File: src/rtl/pcc_pkg.sv
package pcc_pkg;
  // Kind of fill job held by the write sequencer.
  typedef enum logic [1:0] {
    JOB_BOOT = 2'd0,
    JOB_HW   = 2'd1,
    JOB_SW   = 2'd2
  } job_e;
endpackage

File: src/rtl/pcc_walker.sv
module pcc_walker
  import pcc_pkg::*;
#(
  parameter int BLK_W      = 4,
  parameter int ROW_W      = 5,
  parameter int COL_W      = 6,
  parameter int NUM_BLOCKS = 16,
  parameter int NUM_ROWS   = 26,
  parameter int NUM_COLS   = 40,
  parameter int BODY_FIRST = 1,
  parameter int BODY_LAST  = 23,
  parameter int DATA_W     = 8,
  localparam int ADDR_W    = BLK_W + ROW_W + COL_W
) (
  input  logic              clk,
  input  logic              rst_n,
  input  logic              start_i,
  input  job_e              kind_i,
  input  logic [BLK_W-1:0]  blk_i,
  input  logic [BLK_W-1:0]  ext_blk_i,
  input  logic [ROW_W-1:0]  p27_row_i,
  input  logic              x24_i,
  input  logic [DATA_W-1:0] fill_i,
  output logic              wr_valid_o,
  input  logic              wr_ready_i,
  output logic [ADDR_W-1:0] wr_addr_o,
  output logic [DATA_W-1:0] wr_data_o,
  output job_e              kind_o,
  output logic              done_o
);
  localparam int HW_SLOTS = BODY_LAST - BODY_FIRST + 3;
  localparam logic [COL_W-1:0] LAST_COL = COL_W'(NUM_COLS - 1);
  localparam logic [ROW_W-1:0] LAST_ROW = ROW_W'(NUM_ROWS - 1);
  localparam logic [ROW_W-1:0] LAST_HW  = ROW_W'(HW_SLOTS - 1);
  localparam logic [ROW_W-1:0] P27_SLOT = ROW_W'(HW_SLOTS - 2);
  localparam logic [ROW_W-1:0] BODY0    = ROW_W'(BODY_FIRST);
  localparam logic [ROW_W-1:0] X24_ROW  = ROW_W'(BODY_LAST + 1);
  localparam logic [BLK_W-1:0] LAST_BLK = BLK_W'(NUM_BLOCKS - 1);

  logic              active_q;
  job_e              kind_q;
  logic [BLK_W-1:0]  blk_q;
  logic [BLK_W-1:0]  ext_q;
  logic [ROW_W-1:0]  p27_q;
  logic              x24_q;
  logic [ROW_W-1:0]  slot_q;
  logic [COL_W-1:0]  col_q;
  logic [DATA_W-1:0] fill_q;

  logic [BLK_W-1:0]  cur_blk;
  logic [ROW_W-1:0]  cur_row;
  logic [ROW_W-1:0]  last_slot;
  logic              fire;
  logic              row_end;
  logic              slot_end;
  logic              job_end;

  // Map the slot counter onto a (block, row) pair for the running job.
  always_comb begin
    cur_blk = blk_q;
    cur_row = slot_q;
    if (kind_q == JOB_HW) begin
      if (slot_q == P27_SLOT) begin
        cur_blk = ext_q;
        cur_row = p27_q;
      end else if (slot_q == LAST_HW) begin
        if (x24_q) begin
          cur_row = X24_ROW;
        end else begin
          cur_blk = ext_q;
          cur_row = '0;
        end
      end else begin
        cur_row = slot_q + BODY0;
      end
    end
  end

  assign last_slot = (kind_q == JOB_HW) ? LAST_HW : LAST_ROW;
  assign fire      = active_q & wr_ready_i;
  assign row_end   = (col_q == LAST_COL);
  assign slot_end  = (slot_q == last_slot);
  assign job_end   = row_end & slot_end & ((kind_q != JOB_BOOT) | (blk_q == LAST_BLK));
  assign done_o    = fire & job_end;

  always_ff @(posedge clk) begin
    if (!rst_n) begin
      active_q <= 1'b0;
      kind_q   <= JOB_BOOT;
      blk_q    <= '0;
      ext_q    <= '0;
      p27_q    <= '0;
      x24_q    <= 1'b0;
      slot_q   <= '0;
      col_q    <= '0;
      fill_q   <= '0;
    end else if (start_i) begin
      active_q <= 1'b1;
      kind_q   <= kind_i;
      blk_q    <= blk_i;
      ext_q    <= ext_blk_i;
      p27_q    <= p27_row_i;
      x24_q    <= x24_i;
      slot_q   <= '0;
      col_q    <= '0;
      fill_q   <= fill_i;
    end else if (fire) begin
      if (!row_end) begin
        col_q <= col_q + COL_W'(1);
      end else begin
        col_q <= '0;
        if (!slot_end) begin
          slot_q <= slot_q + ROW_W'(1);
        end else begin
          slot_q <= '0;
          if (job_end) active_q <= 1'b0;
          else         blk_q    <= blk_q + BLK_W'(1);
        end
      end
    end
  end

  assign wr_valid_o = active_q;
  assign wr_addr_o  = {cur_blk, cur_row, col_q};
  assign wr_data_o  = fill_q;
  assign kind_o     = kind_q;


  stall_hold_chk: assert property (@(posedge clk) disable iff (!rst_n)
    wr_valid_o && !wr_ready_i && !start_i |=>
      wr_valid_o && $stable(wr_addr_o) && $stable(wr_data_o));


  col_range_chk: assert property (@(posedge clk) disable iff (!rst_n)
    wr_valid_o |-> (wr_addr_o[COL_W-1:0] <= LAST_COL));
endmodule

File: src/rtl/pcc_arbiter.sv
module pcc_arbiter
  import pcc_pkg::*;
#(
  parameter int BLK_W      = 4,
  parameter int DATA_W     = 8,
  parameter int INV_BLK    = 8,
  parameter logic [DATA_W-1:0] SPACE_CODE = 8'h20,
  parameter logic [DATA_W-1:0] INV_CODE   = 8'h00
) (
  input  logic              clk,
  input  logic              rst_n,
  input  logic              line_start_i,
  input  logic              hdr_valid_i,
  input  logic              hdr_erase_i,
  input  logic              page_req_i,
  input  logic              sw_clear_i,
  input  logic [BLK_W-1:0]  sw_blk_i,
  input  logic              inv_en_i,
  input  logic [BLK_W-1:0]  cap_blk_i,
  input  logic              walk_active_i,
  input  job_e              walk_kind_i,
  input  logic              walk_done_i,
  output logic              start_o,
  output job_e              start_kind_o,
  output logic [BLK_W-1:0]  start_blk_o,
  output logic [DATA_W-1:0] start_fill_o,
  output logic              busy_o
);
  localparam logic [BLK_W-1:0] INV_SEL = BLK_W'(INV_BLK);

  logic             boot_q;
  logic             armed_q;
  logic             hwline_q;
  logic             wait_q;
  logic [BLK_W-1:0] lblk_q;
  logic             linv_q;
  logic [1:0]       hw_cnt_q;

  logic boot_start;
  logic hw_trig;
  logic sw_start;
  logic preempt;
  logic sw_running;

  assign sw_running = walk_active_i & (walk_kind_i == JOB_SW);
  assign boot_start = boot_q & ~walk_active_i;
  assign hw_trig    = hdr_valid_i & ~boot_q & (hdr_erase_i | armed_q) & ~hwline_q;
  assign sw_start   = line_start_i & wait_q & ~boot_q & ~hw_trig & ~walk_active_i;
  assign preempt    = hw_trig & sw_running;

  // Start selection: reset clear first, then the header clear, then software.
  always_comb begin
    start_o      = boot_start | hw_trig | sw_start;
    start_kind_o = JOB_SW;
    start_blk_o  = lblk_q;
    start_fill_o = (linv_q && (lblk_q == INV_SEL)) ? INV_CODE : SPACE_CODE;
    if (boot_start) begin
      start_kind_o = JOB_BOOT;
      start_blk_o  = '0;
      start_fill_o = SPACE_CODE;
    end else if (hw_trig) begin
      start_kind_o = JOB_HW;
      start_blk_o  = cap_blk_i;
      start_fill_o = SPACE_CODE;
    end
  end

  always_ff @(posedge clk) begin
    if (!rst_n) begin
      boot_q   <= 1'b1;
      armed_q  <= 1'b0;
      hwline_q <= 1'b0;
      wait_q   <= 1'b0;
      lblk_q   <= '0;
      linv_q   <= 1'b0;
    end else begin
      if (walk_done_i && (walk_kind_i == JOB_BOOT)) boot_q <= 1'b0;
      armed_q  <= page_req_i | (armed_q & ~(hdr_valid_i & ~boot_q));
      hwline_q <= line_start_i ? hw_trig : (hwline_q | hw_trig);
      wait_q   <= sw_clear_i | (wait_q & ~sw_start) | preempt;
      if (sw_clear_i) begin
        lblk_q <= sw_blk_i;
        linv_q <= inv_en_i;
      end
    end
  end

  assign busy_o = boot_q | wait_q | sw_running;

  // Checker: header clears launched since the last line start.
  always_ff @(posedge clk) begin
    if (!rst_n) begin
      hw_cnt_q <= '0;
    end else if (line_start_i) begin
      hw_cnt_q <= (start_o && start_kind_o == JOB_HW) ? 2'd1 : 2'd0;
    end else if (start_o && start_kind_o == JOB_HW && hw_cnt_q != 2'd3) begin
      hw_cnt_q <= hw_cnt_q + 2'd1;
    end
  end


  one_hw_per_line_chk: assert property (@(posedge clk) disable iff (!rst_n)
    hw_cnt_q <= 2'd1);


  busy_on_req_chk: assert property (@(posedge clk) disable iff (!rst_n)
    sw_clear_i |=> busy_o);
endmodule

File: src/rtl/pcc_page_clear.sv
module pcc_page_clear
  import pcc_pkg::*;
#(
  parameter int BLK_W      = 4,
  parameter int ROW_W      = 5,
  parameter int COL_W      = 6,
  parameter int NUM_BLOCKS = 16,
  parameter int NUM_ROWS   = 26,
  parameter int NUM_COLS   = 40,
  parameter int BODY_FIRST = 1,
  parameter int BODY_LAST  = 23,
  parameter int DATA_W     = 8,
  parameter int INV_BLK    = 8,
  parameter int LINE_CLKS  = 1100,
  localparam int ADDR_W    = BLK_W + ROW_W + COL_W
) (
  input  logic              clk,
  input  logic              rst_n,
  input  logic              line_start_i,
  input  logic              hdr_valid_i,
  input  logic              hdr_erase_i,
  input  logic              page_req_i,
  input  logic              sw_clear_i,
  input  logic [BLK_W-1:0]  sw_blk_i,
  input  logic              inv_en_i,
  input  logic              x24_pos_i,
  input  logic [BLK_W-1:0]  cap_blk_i,
  input  logic [BLK_W-1:0]  ext_blk_i,
  input  logic [ROW_W-1:0]  p27_row_i,
  output logic              wr_valid_o,
  input  logic              wr_ready_i,
  output logic [ADDR_W-1:0] wr_addr_o,
  output logic [DATA_W-1:0] wr_data_o,
  output logic              busy_o
);
  localparam int AGE_W = $clog2(LINE_CLKS + 1);

  logic              start;
  job_e              start_kind;
  logic [BLK_W-1:0]  start_blk;
  logic [DATA_W-1:0] start_fill;
  job_e              walk_kind;
  logic              walk_done;

  pcc_arbiter #(
    .BLK_W   (BLK_W),
    .DATA_W  (DATA_W),
    .INV_BLK (INV_BLK)
  ) u_arb (
    .clk           (clk),
    .rst_n         (rst_n),
    .line_start_i  (line_start_i),
    .hdr_valid_i   (hdr_valid_i),
    .hdr_erase_i   (hdr_erase_i),
    .page_req_i    (page_req_i),
    .sw_clear_i    (sw_clear_i),
    .sw_blk_i      (sw_blk_i),
    .inv_en_i      (inv_en_i),
    .cap_blk_i     (cap_blk_i),
    .walk_active_i (wr_valid_o),
    .walk_kind_i   (walk_kind),
    .walk_done_i   (walk_done),
    .start_o       (start),
    .start_kind_o  (start_kind),
    .start_blk_o   (start_blk),
    .start_fill_o  (start_fill),
    .busy_o        (busy_o)
  );

  pcc_walker #(
    .BLK_W      (BLK_W),
    .ROW_W      (ROW_W),
    .COL_W      (COL_W),
    .NUM_BLOCKS (NUM_BLOCKS),
    .NUM_ROWS   (NUM_ROWS),
    .NUM_COLS   (NUM_COLS),
    .BODY_FIRST (BODY_FIRST),
    .BODY_LAST  (BODY_LAST),
    .DATA_W     (DATA_W)
  ) u_walk (
    .clk        (clk),
    .rst_n      (rst_n),
    .start_i    (start),
    .kind_i     (start_kind),
    .blk_i      (start_blk),
    .ext_blk_i  (ext_blk_i),
    .p27_row_i  (p27_row_i),
    .x24_i      (x24_pos_i),
    .fill_i     (start_fill),
    .wr_valid_o (wr_valid_o),
    .wr_ready_i (wr_ready_i),
    .wr_addr_o  (wr_addr_o),
    .wr_data_o  (wr_data_o),
    .kind_o     (walk_kind),
    .done_o     (walk_done)
  );

  // Checker: cycles spent by the current header clear.
  logic [AGE_W-1:0] hw_age_q;
  always_ff @(posedge clk) begin
    if (!rst_n || start) hw_age_q <= '0;
    else if (wr_valid_o && walk_kind == JOB_HW && hw_age_q != AGE_W'(LINE_CLKS))
      hw_age_q <= hw_age_q + AGE_W'(1);
  end


  hw_in_line_chk: assert property (@(posedge clk) disable iff (!rst_n)
    wr_valid_o && walk_kind == JOB_HW |-> hw_age_q < AGE_W'(LINE_CLKS));


  boot_hdr_chk: assert property (@(posedge clk) disable iff (!rst_n)
    wr_valid_o && walk_kind == JOB_BOOT && hdr_valid_i |=>
      !wr_valid_o || walk_kind == JOB_BOOT);


  sw_line_chk: assert property (@(posedge clk) disable iff (!rst_n)
    (wr_valid_o && walk_kind == JOB_SW) && !$past(wr_valid_o && walk_kind == JOB_SW)
      |-> $past(line_start_i));
endmodule

File: config.mk
export PLATFORM = sky130hd
export DESIGN_NAME = pcc_page_clear
export DESIGN_NICKNAME = d
export VERILOG_FILES = /design/src/rtl/pcc_pkg.sv /design/src/rtl/pcc_walker.sv /design/src/rtl/pcc_arbiter.sv /design/src/rtl/pcc_page_clear.sv
export SDC_FILE = /design/constraint.sdc
export NUM_CORES = 1
export LEC_CHECK = 0
export ABC_CLOCK_PERIOD_IN_PS = 2590
export BUFFER_PORTS_ARGS = -buffer_cell sky130_fd_sc_hd__buf_4
export CORE_ASPECT_RATIO = 0.6
export CORE_MARGIN = 2
export CORE_UTILIZATION = 53
export DETAILED_ROUTE_END_ITERATION = 12
export GPL_ROUTABILITY_DRIVEN = 0
export HOLD_SLACK_MARGIN = 0.08
export PLACE_DENSITY = 0.79
export SETUP_SLACK_MARGIN = 0.02
export SYNTH_ARGS = -nofsm -noshare
export SYNTH_HDL_FRONTEND = slang
export SYNTH_SLANG_ARGS = --single-unit
File: constraint.sdc
create_clock -name clk -period 2.59 [get_ports clk]
set_clock_uncertainty 0.2 [all_clocks]
set_input_delay 0.6475 -clock clk [delete_from_list [all_inputs] [get_ports clk]]
set_output_delay 0.6475 -clock clk [all_outputs]
set_load 0.02 [all_outputs]
==> results.txt <==
The tools report the worst voltage drop across the vdd grid as 0.357 mV. For the setup-violating endpoint count in the final report, the log shows 6. The total buffers and inverters traversed by the critical path came out at 1. Entering global routing, the biggest net connects 31 pins. By instance count, the leading cell after synthesis is nand2_1. The die is 85.4 um wide. The total core area was 3740 um^2. TritonCTS built the clock tree. The critical path goes through ha_4, nand3b_1, a21boi_2, nand2_2, mux2_4, buf_6. The startpoint type of the worst setup path was a flop. Latest clock arrival within the worst-skew pair: 300 ps. The final layout contains 328 nets.

Post-route fraction of the period consumed by the critical path: 103%. Counting instances in the post-synthesis netlist gives the leading cell types as nand2_1 (42), dfxtp_1 (38), a21oi_1 (13), a21boi_0 (12), o21ai_0 (12). The max-slew violation count was 0. Number of storage elements in the synthesis netlist: 38.

Static timing analysis puts the maximum clock frequency at 0.376 GHz. The mean cell area of the mapped netlist was 8.39 um^2; the post-synthesis cell type count was 57. The final reports fail on negative setup slack. After clock tree synthesis, the clock-pin slew on the worst setup and hold paths is 80 ps.

The tools report the count of synthesis-stage warnings from yosys as 0. The first-pass detailed-route iteration total was 4; the post-synthesis to final-layout area growth was 27.2%. Flip-flop cell with the highest count after synthesis: dfxtp_1.

The path with the worst hold slack has its endpoint at u_walk.ext_q[0]. Summing every instance area after synthesis gives 2110 um^2. The tools report the summed negative setup slack over all endpoints as -358 ps. In this run the power spent charging and discharging nets is 0.321 mW.

The wire-length estimate of the detail-placed layout is 3720 um. The instance count along the most critical hold path is 2, and the mean routed wirelength per cell is 15.0 um. The flow ran to the end, but the final reports show violations. STA classifies the critical path endpoint as a primary output. In this run the worst path has a maximum fanout of 6.

The analysis attributes to cell leakage a power of 1.10 nW. After synthesis, the largest family of logic cells by area is simple AND/OR/NAND/NOR gates. 52 I/O pins were placed.

The tree built by TritonCTS fans out to 38 sinks. For this design, the CTS-stage hold fixing added 0 buffers. The clock network is responsible for 44.4% of the overall power. Once layout is done, the placed cells without fillers occupy 2680 um^2. In the routed layout, each cell is associated on average with a via count of 5.59.

Synthesis produced 251 cells. The count of max-cap constraint violations was 0; the required time of the critical path was 1740 ps. The post-synthesis compound-gate area fraction is 20.9%. The repair_antennas step left the layout with diodes totalling 0.

The finished layout holds 345 standard cells, fillers aside. Cells fill 71.6% of the core in the end. Once detail routing completed, the nets flagged for antenna violations numbered 0. The run gives 470 ps as the internal reg-to-reg setup slack. On the worst path, the slowest cell contributes a delay of 400 ps. The source of the worst register-to-register timing path was u_walk.blk_q[0]. The logs give 0 for the count of unresolved DRC violations after routing and 56.3% for the starting utilization of the core area. The critical path start-end classification is reg -> out. The wire length after detailed routing was 5170 um; the overall global routing resource usage was 24.8%. Of all flip-flops after synthesis, the portion carrying an async set or reset was 0%. The tree is rooted in a clkbuf_8.

In the post-synthesis netlist, the biggest area contributors are dfxtp_1 (36%), nand2_1 (7.5%), a21boi_0 (4.3%). The run gives 5 as the TritonCTS buffer count. At the placement stage, the worst setup path has a slack of 20.7 ps.

The basic-gate share of the synthesized area counting and, or, nand and nor cells works out to 25.4%. Cell with the largest stage delay on the worst path: dfxtp_4. The number of cells on the worst reg-to-reg path is 5. No sink is reached through more buffers than the 2 on the longest clock path. The hold violation count in the final report came out at 0.

The xor-xnor portion of the synthesized cell area works out to 3.27%. For the worst setup path, the data arrival time is 1810 ps. The first global-routing pass estimated 8680 um of wire. Via count of the first global-routing pass: 1820. After floorplanning, the core was divided into 17 placement rows.

The number of H-tree levels came out at 2. The placed instance count was 334; the portion of total power attributed to combinational logic was 11.1%. The number of vias after detailed routing was 1930. Internal power comes to 1.10 mW.

In this run, synthesis inferred 0 flip-flops with an integrated enable. The top cell type's share of synthesized area works out to 36.1%. The biggest area contributor in the post-synthesis netlist is dfxtp_1. In the final layout, the share of cells above drive strength 1 is 29.9%.

Of the total synthesized cell area, the portion taken by full adders, half adders and majority gates is 2.38%. The total placed instance area was 2440 um^2; the multiplexer area fraction after synthesis was 4.99%. For the die area, the log shows 4510 um^2. The floorplan step set the die height to 52.8 um.

The overall overflow remaining after global route came out at 0. Setup repair after global routing could not meet its margin everywhere. The run gives 44.6% as the sequential cell fraction of total power.

The tightest min-delay check is of the reg -> reg type. The net switching fraction of the power came out at 22.6%. Summing the sequential cell areas from Yosys gives 36.1% of the chip area.

The violation count after the first detailed-route iteration came out at 137. In this run the most critical hold path is launched from u_walk.ext_q[0]. The run gives -71.5 ps as the setup slack of the critical path after layout. The kind of cell with the highest combined delay along the critical path is flip-flops. For this design the ratio of total power to cell area is 529 nW/um^2. The number of antenna violations at the first check in global routing was 0. The end of the worst register-to-register path was u_walk.blk_q[2]. The routed design could run at a clock period as short as 2660 ps. The total of buffers placed on input and output ports was 44.
worst max path at each step:
stage	cells past startpoint	start	slack [ps]	to
2_1_floorplan	5	u_walk.slot_q[0]	30	wr_addr_o[9]
3_3_place_gp	6	u_walk.slot_q[0]	150	wr_addr_o[12]
3_5_place_dp	7	u_walk.slot_q[0]	20	wr_addr_o[7]
4_1_cts	7	u_walk.slot_q[0]	-30	wr_addr_o[14]
5_1_grt	7	u_walk.slot_q[1]	-120	wr_addr_o[14]
6_report	6	u_walk.slot_q[0]	-70	wr_addr_o[14]
logic make-up after synthesis:
| kind of cell | count (synthesis) |
|---|---|
| AO/OA/AOI/OAI | 64 |
| XOR/XNOR | 7 |
| adder cells (fa/ha/maj) | 4 |
| buffers and inverters | 26 |
| flip-flops | 38 |
| multiplexers | 10 |
| other | 1 |
| AND/OR/NAND/NOR | 101 |
tightest hold or removal path, delay by kind of cell, from the launching register on:
family | cells | cell delay [ps]
DFF | 1 | 320
and+or+nand+nor | 1 | 50
AOI/OAI and AO/OA | 1 | 50
repair_timing:
action,4_1_cts,5_1_grt
endpoints found under the setup margin,9,9
resized for setup,18,4
pin swaps,4,4
setup buffers,2,1
metal layers:
layer  track usage [%]  wire [um]  vias up
met5                 0          0        -
met4              6.61         58        0
met3              6.46        426       10
met2              36.8       2150       74
met1              35.5       2530      878
li1                  -          -      968
power by group through the flow:
| stage | Sequential [mW] | Combinational (mW) | Clock [mW] |
|---|---|---|---|
| after floorplan | 0.641 | 0.105 | 0 |
| after global placement | 0.647 | 0.151 | 0 |
| after detailed placement | 0.646 | 0.153 | 0 |
| after CTS | 0.631 | 0.156 | 0.635 |
| after global routing | 0.636 | 0.175 | 0.661 |
| final | 0.632 | 0.157 | 0.629 |
cell usage in the layout, fill, tap and decap left out, drive strengths merged, types with 5 or more instances in the layout:
cell    count
buf        53
nand2      43
dfxtp      38
a21boi     17
a21oi      13
o21ai      12
nand3       9
nor2        9
nor2b       8
conb        7
mux2i       6
clkbuf      6
inv         6
nand2b      5
per-stage QoR:
step / total power, mW / hold WS, ps
after floorplan: 0.746 / 228
after global placement: 0.798 / 241
after detailed placement: 0.799 / 249
after CTS: 1.42 / 258
after global routing: 1.47 / 278
final: 1.42 / 259
state kept, by name, summed over array words and instances (netlist names):
register           count
u_arb.armed_q          1
u_walk.wr_data_o       1
u_walk.slot_q          5
u_arb.wait_q           1
u_walk.wr_valid_o      1
u_walk.x24_q           1
u_arb.lblk_q           4
u_arb.hwline_q         1
u_arb.boot_q           1
u_walk.p27_q           5
u_walk.ext_q           4
u_walk.col_q           6
u_walk.blk_q           4
u_walk.kind_o          2
u_arb.linv_q           1
cell type report:
| type | instances | area (um^2) |
|---|---|---|
| Fill cell | 304 | 1060 |
| Timing Repair Buffer | 53 | 402 |
| Tap cell | 47 | 58.8 |
| Clock inverter | 2 | 60.1 |
| Sequential cell | 38 | 768 |
| Multi-Input combinational cell | 193 | 1280 |
| Clock buffer | 6 | 82.6 |
| Inverter | 6 | 27.5 |
(Power assumes the default switching activity.)
